**src/rtl/alu_pkg.sv**
```systemverilog
package alu_pkg;
  localparam int XLEN  = 32;
  localparam int NFLAG = 4;
  localparam int CTLW  = XLEN - NFLAG;
  localparam int OPW   = 3;
  localparam int MSB   = XLEN - 1;

  typedef enum logic [OPW-1:0] {
    OP_ADD = 3'd0,
    OP_SUB = 3'd1,
    OP_CMP = 3'd2,
    OP_AND = 3'd3,
    OP_ORR = 3'd4,
    OP_EOR = 3'd5
  } alu_op_e;

  typedef struct packed {
    logic n;
    logic z;
    logic c;
    logic v;
  } nzcv_t;

  // adder with carry in, carry out at bit XLEN
  function automatic logic [XLEN:0] wide_add(input logic [XLEN-1:0] x,
                                             input logic [XLEN-1:0] y,
                                             input logic            cin);
    return {1'b0, x} + {1'b0, y} + {{XLEN{1'b0}}, cin};
  endfunction

  // signed overflow: same-sign inputs giving a sign-flipped sum
  function automatic logic sgn_ovf(input logic [XLEN-1:0] x,
                                   input logic [XLEN-1:0] y,
                                   input logic [XLEN-1:0] r);
    return (x[MSB] == y[MSB]) && (r[MSB] != x[MSB]);
  endfunction

  function automatic logic is_zero(input logic [XLEN-1:0] r);
    return (r == '0);
  endfunction
endpackage

```
**src/rtl/alu_core.sv**
```systemverilog
module alu_core
  import alu_pkg::*;
(
  input  logic [XLEN-1:0] a,
  input  logic [XLEN-1:0] b,
  input  logic [OPW-1:0]  op,
  input  nzcv_t           flags_q,
  output logic [XLEN-1:0] res,
  output logic            res_we,
  output nzcv_t           flags_d,
  output logic            arith_op,
  output logic            logic_op,
  output logic            cmp_op
);
  logic            sub_mode;
  logic [XLEN-1:0] b_eff;
  logic [XLEN:0]   sum;

  assign sub_mode = (op == OP_SUB) || (op == OP_CMP);
  assign b_eff    = sub_mode ? ~b : b;
  assign sum      = wide_add(a, b_eff, sub_mode);

  always_comb begin
    res      = '0;
    res_we   = 1'b0;
    arith_op = 1'b0;
    logic_op = 1'b0;
    cmp_op   = 1'b0;
    case (op)
      OP_ADD, OP_SUB: begin
        res      = sum[XLEN-1:0];
        res_we   = 1'b1;
        arith_op = 1'b1;
      end
      OP_CMP: begin
        res      = sum[XLEN-1:0];
        arith_op = 1'b1;
        cmp_op   = 1'b1;
      end
      OP_AND: begin res = a & b; res_we = 1'b1; logic_op = 1'b1; end
      OP_ORR: begin res = a | b; res_we = 1'b1; logic_op = 1'b1; end
      OP_EOR: begin res = a ^ b; res_we = 1'b1; logic_op = 1'b1; end
      default: ;
    endcase
  end

  always_comb begin
    flags_d.n = res[MSB];
    flags_d.z = is_zero(res);
    flags_d.c = arith_op ? sum[XLEN] : flags_q.c;
    flags_d.v = arith_op ? sgn_ovf(a, b_eff, sum[XLEN-1:0]) : flags_q.v;
  end
endmodule

```
**src/rtl/status_reg.sv**
```systemverilog
module status_reg
  import alu_pkg::*;
(
  input  logic            clk,
  input  logic            rst_n,
  input  logic            flag_we,
  input  nzcv_t           flag_nxt,
  input  logic            ctl_we,
  input  logic [CTLW-1:0] ctl_nxt,
  output nzcv_t           flag_q,
  output logic [CTLW-1:0] ctl_q
);
  always_ff @(posedge clk or negedge rst_n) begin
    if (!rst_n)       flag_q <= '0;
    else if (flag_we) flag_q <= flag_nxt;
  end

  always_ff @(posedge clk or negedge rst_n) begin
    if (!rst_n)      ctl_q <= '0;
    else if (ctl_we) ctl_q <= ctl_nxt;
  end
endmodule

```
**src/rtl/cond_eval.sv**
```systemverilog
module cond_eval (
  input  logic z_flag,
  input  logic sel_ne,
  output logic holds
);
  assign holds = sel_ne ? ~z_flag : z_flag;
endmodule

```
**src/rtl/alu_status_unit.sv**
```systemverilog
module alu_status_unit
  import alu_pkg::*;
(
  input  logic                 clk,
  input  logic                 rst_n,
  input  logic [XLEN-1:0]      op_a,
  input  logic [XLEN-1:0]      op_b,
  input  logic [OPW-1:0]       op_code,
  input  logic                 set_flags,
  input  logic                 ctl_wr,
  input  logic [CTLW-1:0]      ctl_wdata,
  input  logic                 cond_sel,
  output logic [XLEN-1:0]      result,
  output logic                 result_we,
  output logic [XLEN-1:0]      status,
  output logic                 cond_true
);
  nzcv_t           flags_q;
  nzcv_t           flags_d;
  logic [CTLW-1:0] ctl_q;
  logic            arith_evt;
  logic            logic_evt;
  logic            cmp_evt;
  logic            flag_upd_evt;

  alu_core u_core (
    .a        (op_a),
    .b        (op_b),
    .op       (op_code),
    .flags_q  (flags_q),
    .res      (result),
    .res_we   (result_we),
    .flags_d  (flags_d),
    .arith_op (arith_evt),
    .logic_op (logic_evt),
    .cmp_op   (cmp_evt)
  );

  // compare always refreshes flags; others need set_flags
  assign flag_upd_evt = cmp_evt || (set_flags && (arith_evt || logic_evt));

  status_reg u_stat (
    .clk      (clk),
    .rst_n    (rst_n),
    .flag_we  (flag_upd_evt),
    .flag_nxt (flags_d),
    .ctl_we   (ctl_wr),
    .ctl_nxt  (ctl_wdata),
    .flag_q   (flags_q),
    .ctl_q    (ctl_q)
  );

  assign status = {flags_q, ctl_q};

  cond_eval u_cond (
    .z_flag (flags_q.z),
    .sel_ne (cond_sel),
    .holds  (cond_true)
  );
endmodule

```
**config.mk**
```make
export PLATFORM = sky130hd
export DESIGN_NAME = alu_status_unit
export DESIGN_NICKNAME = d
export VERILOG_FILES = /design/src/rtl/alu_pkg.sv /design/src/rtl/alu_core.sv /design/src/rtl/status_reg.sv /design/src/rtl/cond_eval.sv /design/src/rtl/alu_status_unit.sv
export SDC_FILE = /design/constraint.sdc
export NUM_CORES = 1
export LEC_CHECK = 0
export ABC_AREA = 0
export BUFFER_PORTS_ARGS = -buffer_cell sky130_fd_sc_hd__buf_2
export CAP_MARGIN = 10
export CORE_ASPECT_RATIO = 2
export CORE_MARGIN = 5
export CORE_UTILIZATION = 51
export DETAILED_ROUTE_END_ITERATION = 16
export PLACE_DENSITY = 0.79
export SYNTH_ARGS = -nofsm -noshare
export SYNTH_HDL_FRONTEND = slang
export SYNTH_SLANG_ARGS = --single-unit
```
**constraint.sdc**
```tcl
create_clock -name clk -period 10 [get_ports clk]
set_clock_uncertainty 0.05 [all_clocks]
set_input_delay 0.5 -clock clk [delete_from_list [all_inputs] [get_ports clk]]
set_output_delay 0.5 -clock clk [all_outputs]
set_load 0.01 [all_outputs]
```
# Yosys cells after proc, flatten, opt, wreduce, memory -nomap -nowiden
# Index checks and enable logic that the tools add are counted.
[word_totals]
regBits = 32
out_inout_bits = 66
inputBits = 100
[classes]
n_eq_ne = 7
addsub = 2
n_bitwise = 5
reduce_logical = 11
n_mux = 7
[op_table]
columns = ["cell", "count"]
rows = [
  ["case mux 32 bit (4 select lines)", 1],
  ["adder 32 x 32 -> 33 bit", 1],
  ["adder 33 x 1 -> 33 bit", 1],
  ["bitwise AND 32 bit", 1],
  ["logical NOT 32 bit", 1],
  ["2-to-1 mux 32 bit", 1],
  ["inverter 32 bit", 1],
  ["OR 32 bit", 1],
  ["XOR 32 bit", 1],
  ["== test 3 x 2 -> 1 bit (second input constant)", 2],
  ["== test 3 bit (second input constant)", 2],
  ["OR reduction 3 bit", 2],
  ["2-to-1 mux 1 bit", 5],
  ["OR reduction 5 bit", 1],
  ["== test 3 x 1 -> 1 bit (second input constant)", 1],
  ["logical NOT 3 bit", 1],
  ["logical OR 1 bit", 3],
  ["logical AND 1 bit", 2],
  ["AND reduction 2 bit", 1],
  ["== test 1 bit", 1],
  ["!= test 1 bit", 1],
  ["inverter 1 bit", 1],
]

# Longest topological paths before layout
[logic_depth]
word_depth = 7
depth_mapped = 18
depth_no_buf = 16

# By module
# A second synthesis with hierarchy kept.
[hier_totals]
cells_unflattened = 665
area_unflattened_um2 = 5429.0
[by_module_without_submodules]
columns = ["mod", "seq_area_each_um2", "area_each_um2", "cells_per_inst", "instances"]
rows = [
  ["alu_core", 0.0, 4121.5, 595, 1],
  ["status_reg", 800.8, 1287.5, 67, 1],
  ["alu_status_unit", 0.0, 11.3, 2, 1],
  ["cond_eval", 0.0, 8.8, 1, 1],
]

# Worst setup path after synthesis
# OpenSTA, ideal clock, no wires.
[synth_path]
path_kind = "input to register"
from = "input port op_code[2]"
to = "register u_stat.flag_q[2] (netlist name)"
path_slack_ps = 5596
setup_time_ps = 104
arrival_time_ps = 4250
t_required_ps = 9846
path_buffers = 3
cell_stages = 17
path_cell_list = "buf_6 buf_2 nor2_1 buf_1 xnor2_1 ha_1 a21oi_1 a21oi_1 o21ai_1 and2_1 o2111ai_1 nand3b_1 or4_1 or4_1 nor4_2 nand4b_1 o41ai_2"
[synth_via]
elab_chain_cells = 7
[synth_lines]
columns = ["element", "line", "rtl"]
rows = [
  ["start, declared", "alu_status_unit.sv:8", "input logic [OPW-1:0] op_code,"],
  ["== test 3 x 1 -> 1 bit / == test 3 x 2 -> 1 bit (equally long branches)", "alu_core.sv:19, alu_core.sv:29", ""],
  ["logical OR 1 bit", "alu_core.sv:19", "assign sub_mode = (op == OP_SUB) || (op == OP_CMP);"],
  ["2-to-1 mux 32 bit", "alu_core.sv:20", "assign b_eff = sub_mode ? ~b : b;"],
  ["adder 32 x 32 -> 33 bit", "alu_pkg.sv:28", "return {1'b0, x} + {1'b0, y} + {{XLEN{1'b0}}, cin};"],
  ["adder 33 x 1 -> 33 bit", "alu_pkg.sv:28", ""],
  ["case mux 32 bit (4 select lines) (*)", "alu_core.sv:29", "case (op)"],
  ["named net result[12]", "alu_status_unit.sv:13", "output logic [XLEN-1:0] result,"],
  ["logical NOT 32 bit (*)", "alu_pkg.sv:39", "return (r == '0);"],
  ["end signal, assigned", "status_reg.sv:15", "else if (flag_we) flag_q <= flag_nxt;"],
  ["end, declared", "status_reg.sv:10", "output nzcv_t flag_q,"],
]
# Mark *: on every way through the listed nets, which the timed path passes. The rest lies on a longest branch.
# A chain may end at the register's enable or synchronous reset.

# Final worst setup path
[layout_path]
from = "input port op_code[0]"
to = "output port result[31]"
[layout_via]
elab_chain_cells = 6
[layout_lines]
columns = ["element", "line"]
rows = [
  ["== test 3 x 1 -> 1 bit / == test 3 x 2 -> 1 bit (equally long branches)", "alu_core.sv:19, alu_core.sv:29"],
  ["logical OR 1 bit", "alu_core.sv:19"],
  ["2-to-1 mux 32 bit", "alu_core.sv:20"],
  ["adder 32 x 32 -> 33 bit", "alu_pkg.sv:28"],
  ["adder 33 x 1 -> 33 bit", "alu_pkg.sv:28"],
  ["case mux 32 bit (4 select lines) (*)", "alu_core.sv:29"],
  ["end, declared", "alu_status_unit.sv:13"],
]
# Mark *: on every way between the ends. The rest lies on a longest branch, timed or not.

==> flow_metrics.py <==
metrics = {
    "global_route": {
        "antenna_found_initial": 1,
        "grtUsageTotal_pct": 24.8,
        "grt_start_max_net_pins": 70,
        "gr-total-overflow": 0,
        "grt_pass1_vias": 5620,
        "grt_pass1_wl_mm": 26.6,
    },
    "floorplan": {
        "fp.dieH_um": 157,
        "io_pins": 166,
        "num_rows": 53,
        "coreArea_um2": 10500,
        "die_w_um": 83.4,
        "initial_core_util_pct": 52.1,
        "die-area_um2": 13100,
    },
    "sta": {
        "fmax_ghz": 0.180,
        "finalSetupViolations": 0,
        "report.final.slew_viol_count": 0,
        "rsz0062_at_grt": "false",
        "timing.final.ws_setup_ns": 4.43,
        "post-route-period-util_pct": 55.7,
        "maxSlewHeadroom_pct": 25.8,
        "hold_violations": 0,
        "timing.hold.ws_ns": 0.211,
        "tns_ns": 0,
        "worstMarginPinSlew_ns": 1.11,
        "period_needed_ns": 5.57,
    },
    "synthesis": {
        "synth_cells": 690,
        "syn-num-nets": 890,
        "synth-seq-area-share_pct": 14.6,
        "synth_seq_cells": 32,
        "netlist_area_um2": 5490,
        "synthFlopType": "dfrtp_1",
        "synth_edf_count": 0,
        "synth-warning-count": 0,
        "synth_async_sr_flop_share_pct": 100,
        "synth_cell_types": 67,
        "postSynthAreaPerCell_um2": 7.96,
    },
    "power_and_ir_drop": {
        "p_leak_nw": 3.35,
        "p_sw_uw": 328,
        "vdd_drop_max_uv": 127,
        "seq_power_share_pct": 19.5,
        "combPwrFrac_pct": 58.7,
        "switching_share_pct": 42.4,
        "clkPwrFrac_pct": 21.8,
        "power.internal_uw": 446,
        "powerDensity_nw_per_um2": 119,
    },
    "critical_path": {
        "ff2ff_path_depth": 4,
        "cp-end-kind": "primary output",
        "crit_slowest_cell": "buf_4",
        "cp_num_buf_inv": 4,
        "cp_cell_sequence": "buf_2, buf_4, xnor2_2, nor2_4, buf_4, xnor2_1, ha_1, a21oi_1, o211ai_1, a221oi_1, o221ai_1, a21oi_1, o21ai_1, a21oi_1, mux2i_1, o221ai_1, buf_2",
        "ff2ff_setup_slack_ns": 9.03,
        "path_class": "in -> out",
        "reg2reg_to": "u_stat.flag_q[3]$_DFFE_PN0N_",
        "slowest_delay_ns": 0.52,
        "worstPathArrival_ns": 5.02,
        "cp_max_fo": 69,
        "cp_common_cell": "a21oi_1",
        "cp.required_ns": 9.45,
        "critPathLaunchType": "input port",
        "rr_startpoint": "u_stat.flag_q[3]$_DFFE_PN0N_",
        "crit_family": "compound AO/OA/AOI/OAI gates",
    },
    "clock_tree": {
        "root_buffer": "clkbuf_16",
        "cts.path.max_buffers": 2,
        "clkLatencyLatePin_ns": 0.27,
        "post_cts_buffers": 0,
        "clk_pin_slew_ns": 0.05,
        "cts_inserted_buffers": 5,
        "h-tree-depth": 2,
        "cts_resized": 0,
        "ctsHoldBuffers": 0,
        "clock_sinks": 32,
        "cts_tree": "built",
    },
    "drt": {
        "vias_per_cell": 5.74,
        "drtAntennaViolNets": 0,
        "drc": 0,
        "routed_wl_mm": 16.4,
        "via_count": 5575,
        "drt_iter0_markers": 213,
        "wl_per_cell_um": 16.9,
        "dr.pass1.iters": 8,
    },
    "final_layout": {
        "seq_area_um2": 801,
        "instances_no_fill": 971,
        "area_delta_synth_final_pct": 18.8,
        "multi_input_area_um2": 4250,
        "final_common_cell": "buf_2",
        "nFillCells": 981,
        "layout_common_cells": "165 x buf_2, 99 x ha_1, 76 x inv_1, 62 x o21ai_0, 61 x nand2_1",
        "nets": 1032,
        "drive_gt1_share_pct": 26.3,
    },
    "placed_design": {
        "place_congestion": 0.924,
        "dp_hpwl_mm": 13.5,
        "dpl_worst_slack_ns": 4.25,
        "io_buffers": 165,
        "placed_cells": 962,
    },
    "run_status": {
        "outcome": "finished, final reports clean",
    },
    "flow_run": {
        "max_cap_viol_count": 0,
    },
    "min_path": {
        "min_path_type": "in -> async",
    },
}
power groups by stage:
stage / Sequential [mW] / Clock, mW / Combinational (mW)
after floorplan: 0.160 / 0 / 0.299
after global placement: 0.152 / 0 / 0.444
after detailed placement: 0.153 / 0 / 0.449
after CTS: 0.151 / 0.172 / 0.452
after global routing: 0.152 / 0.176 / 0.500
final: 0.151 / 0.169 / 0.454
synth_stat cells (5+ instances only):
| cell | instances | area (µm²) |
|---|---|---|
| ha_1 | 99 | 1240 |
| inv_1 | 76 | 285 |
| o21ai_0 | 62 | 310 |
| nand2_1 | 61 | 229 |
| a21oi_1 | 51 | 255 |
| xnor2_1 | 45 | 394 |
| dfrtp_1 | 32 | 801 |
| mux2_2 | 28 | 315 |
| a22oi_1 | 21 | 158 |
| nor2_1 | 20 | 75.1 |
| clkbuf_1 | 19 | 71.3 |
| xor2_1 | 13 | 114 |
| a21o_1 | 12 | 90.1 |
| nor3_1 | 10 | 50.1 |
| nand3_1 | 9 | 45.0 |
| a31oi_1 | 7 | 43.8 |
| nand4_1 | 6 | 37.5 |
| nor2b_1 | 6 | 37.5 |
| o211ai_1 | 5 | 37.5 |
| o221ai_1 | 5 | 43.8 |
| or3_1 | 5 | 31.3 |
through the flow:
stage / cell area [µm²] / utilization, % / power (mW)
floorplan: 5490 / - / 0.458
global placement: 6350 / 60.2 / 0.596
detailed placement: 6350 / 60.2 / 0.602
CTS: 6520 / 61.8 / 0.775
global route: 6520 / 61.8 / 0.829
finish: 6520 / 61.8 / 0.774
worst max-delay path by stage:
stage                from                            to  slack [ns]  depth (start not counted)
2_1_floorplan  op_code[2]  u_stat.flag_q[2]$_DFFE_PN0N_        5.60                         17
5_1_grt        op_code[0]                    result[31]        4.02                         17
3_5_place_dp   op_code[0]  u_stat.flag_q[2]$_DFFE_PN0N_        4.25                         18
6_report       op_code[0]                    result[31]        4.43                         17
4_1_cts        op_code[0]                    result[31]        4.51                         17
3_3_place_gp   op_code[0]  u_stat.flag_q[2]$_DFFE_PN0N_        4.33                         18
worst reg2reg max path: cells and delay by family (launching register included):
kind               cells  cell delay, ns
AOI/OAI and AO/OA      3            0.21
DFF                    1            0.40
and+or+nand+nor        1            0.18
kinds of logic (layout without fill, tap and decap cells):
group           count (synthesis)  after routing  share of synthesized area (%)
xor+xnor                       59             59                           9.55
fa+ha+maj                     100            100                           22.9
flops                          32             32                           14.6
simple gates                  150            150                           13.9
buf+inv                       109            252                           8.23
mux                            32             32                           6.47
other cells                     0              1                              0
compound gates                208            208                           24.3
area by class of cell:
type	instances	area share, %
sequential	32	12.3
clock buffer	5	1.92
tap	137	2.63
multi-input combinational	549	65.1
inverter	76	4.37
timing repair buffer	168	13.0
clock inverter	3	0.652
antenna	1	0.0384
flip-flops by register name, summed over array words and instances, names as in the netlist:
name,cells
u_stat.flag_q,4
u_stat.ctl_q,28
per-layer routing:
metal | GRT usage [%] | wire, µm | share of wire [%] | up-vias
met5 | 0 | 0 | 0 | -
met4 | 16.6 | 1010 | 6.1 | 0
met3 | 3.58 | 1020 | 6.2 | 59
met2 | 47.7 | 8750 | 53 | 211
met1 | 23.9 | 5630 | 34 | 2555
li1 | - | - | - | 2750
Power figures use the tool's default switching activity.
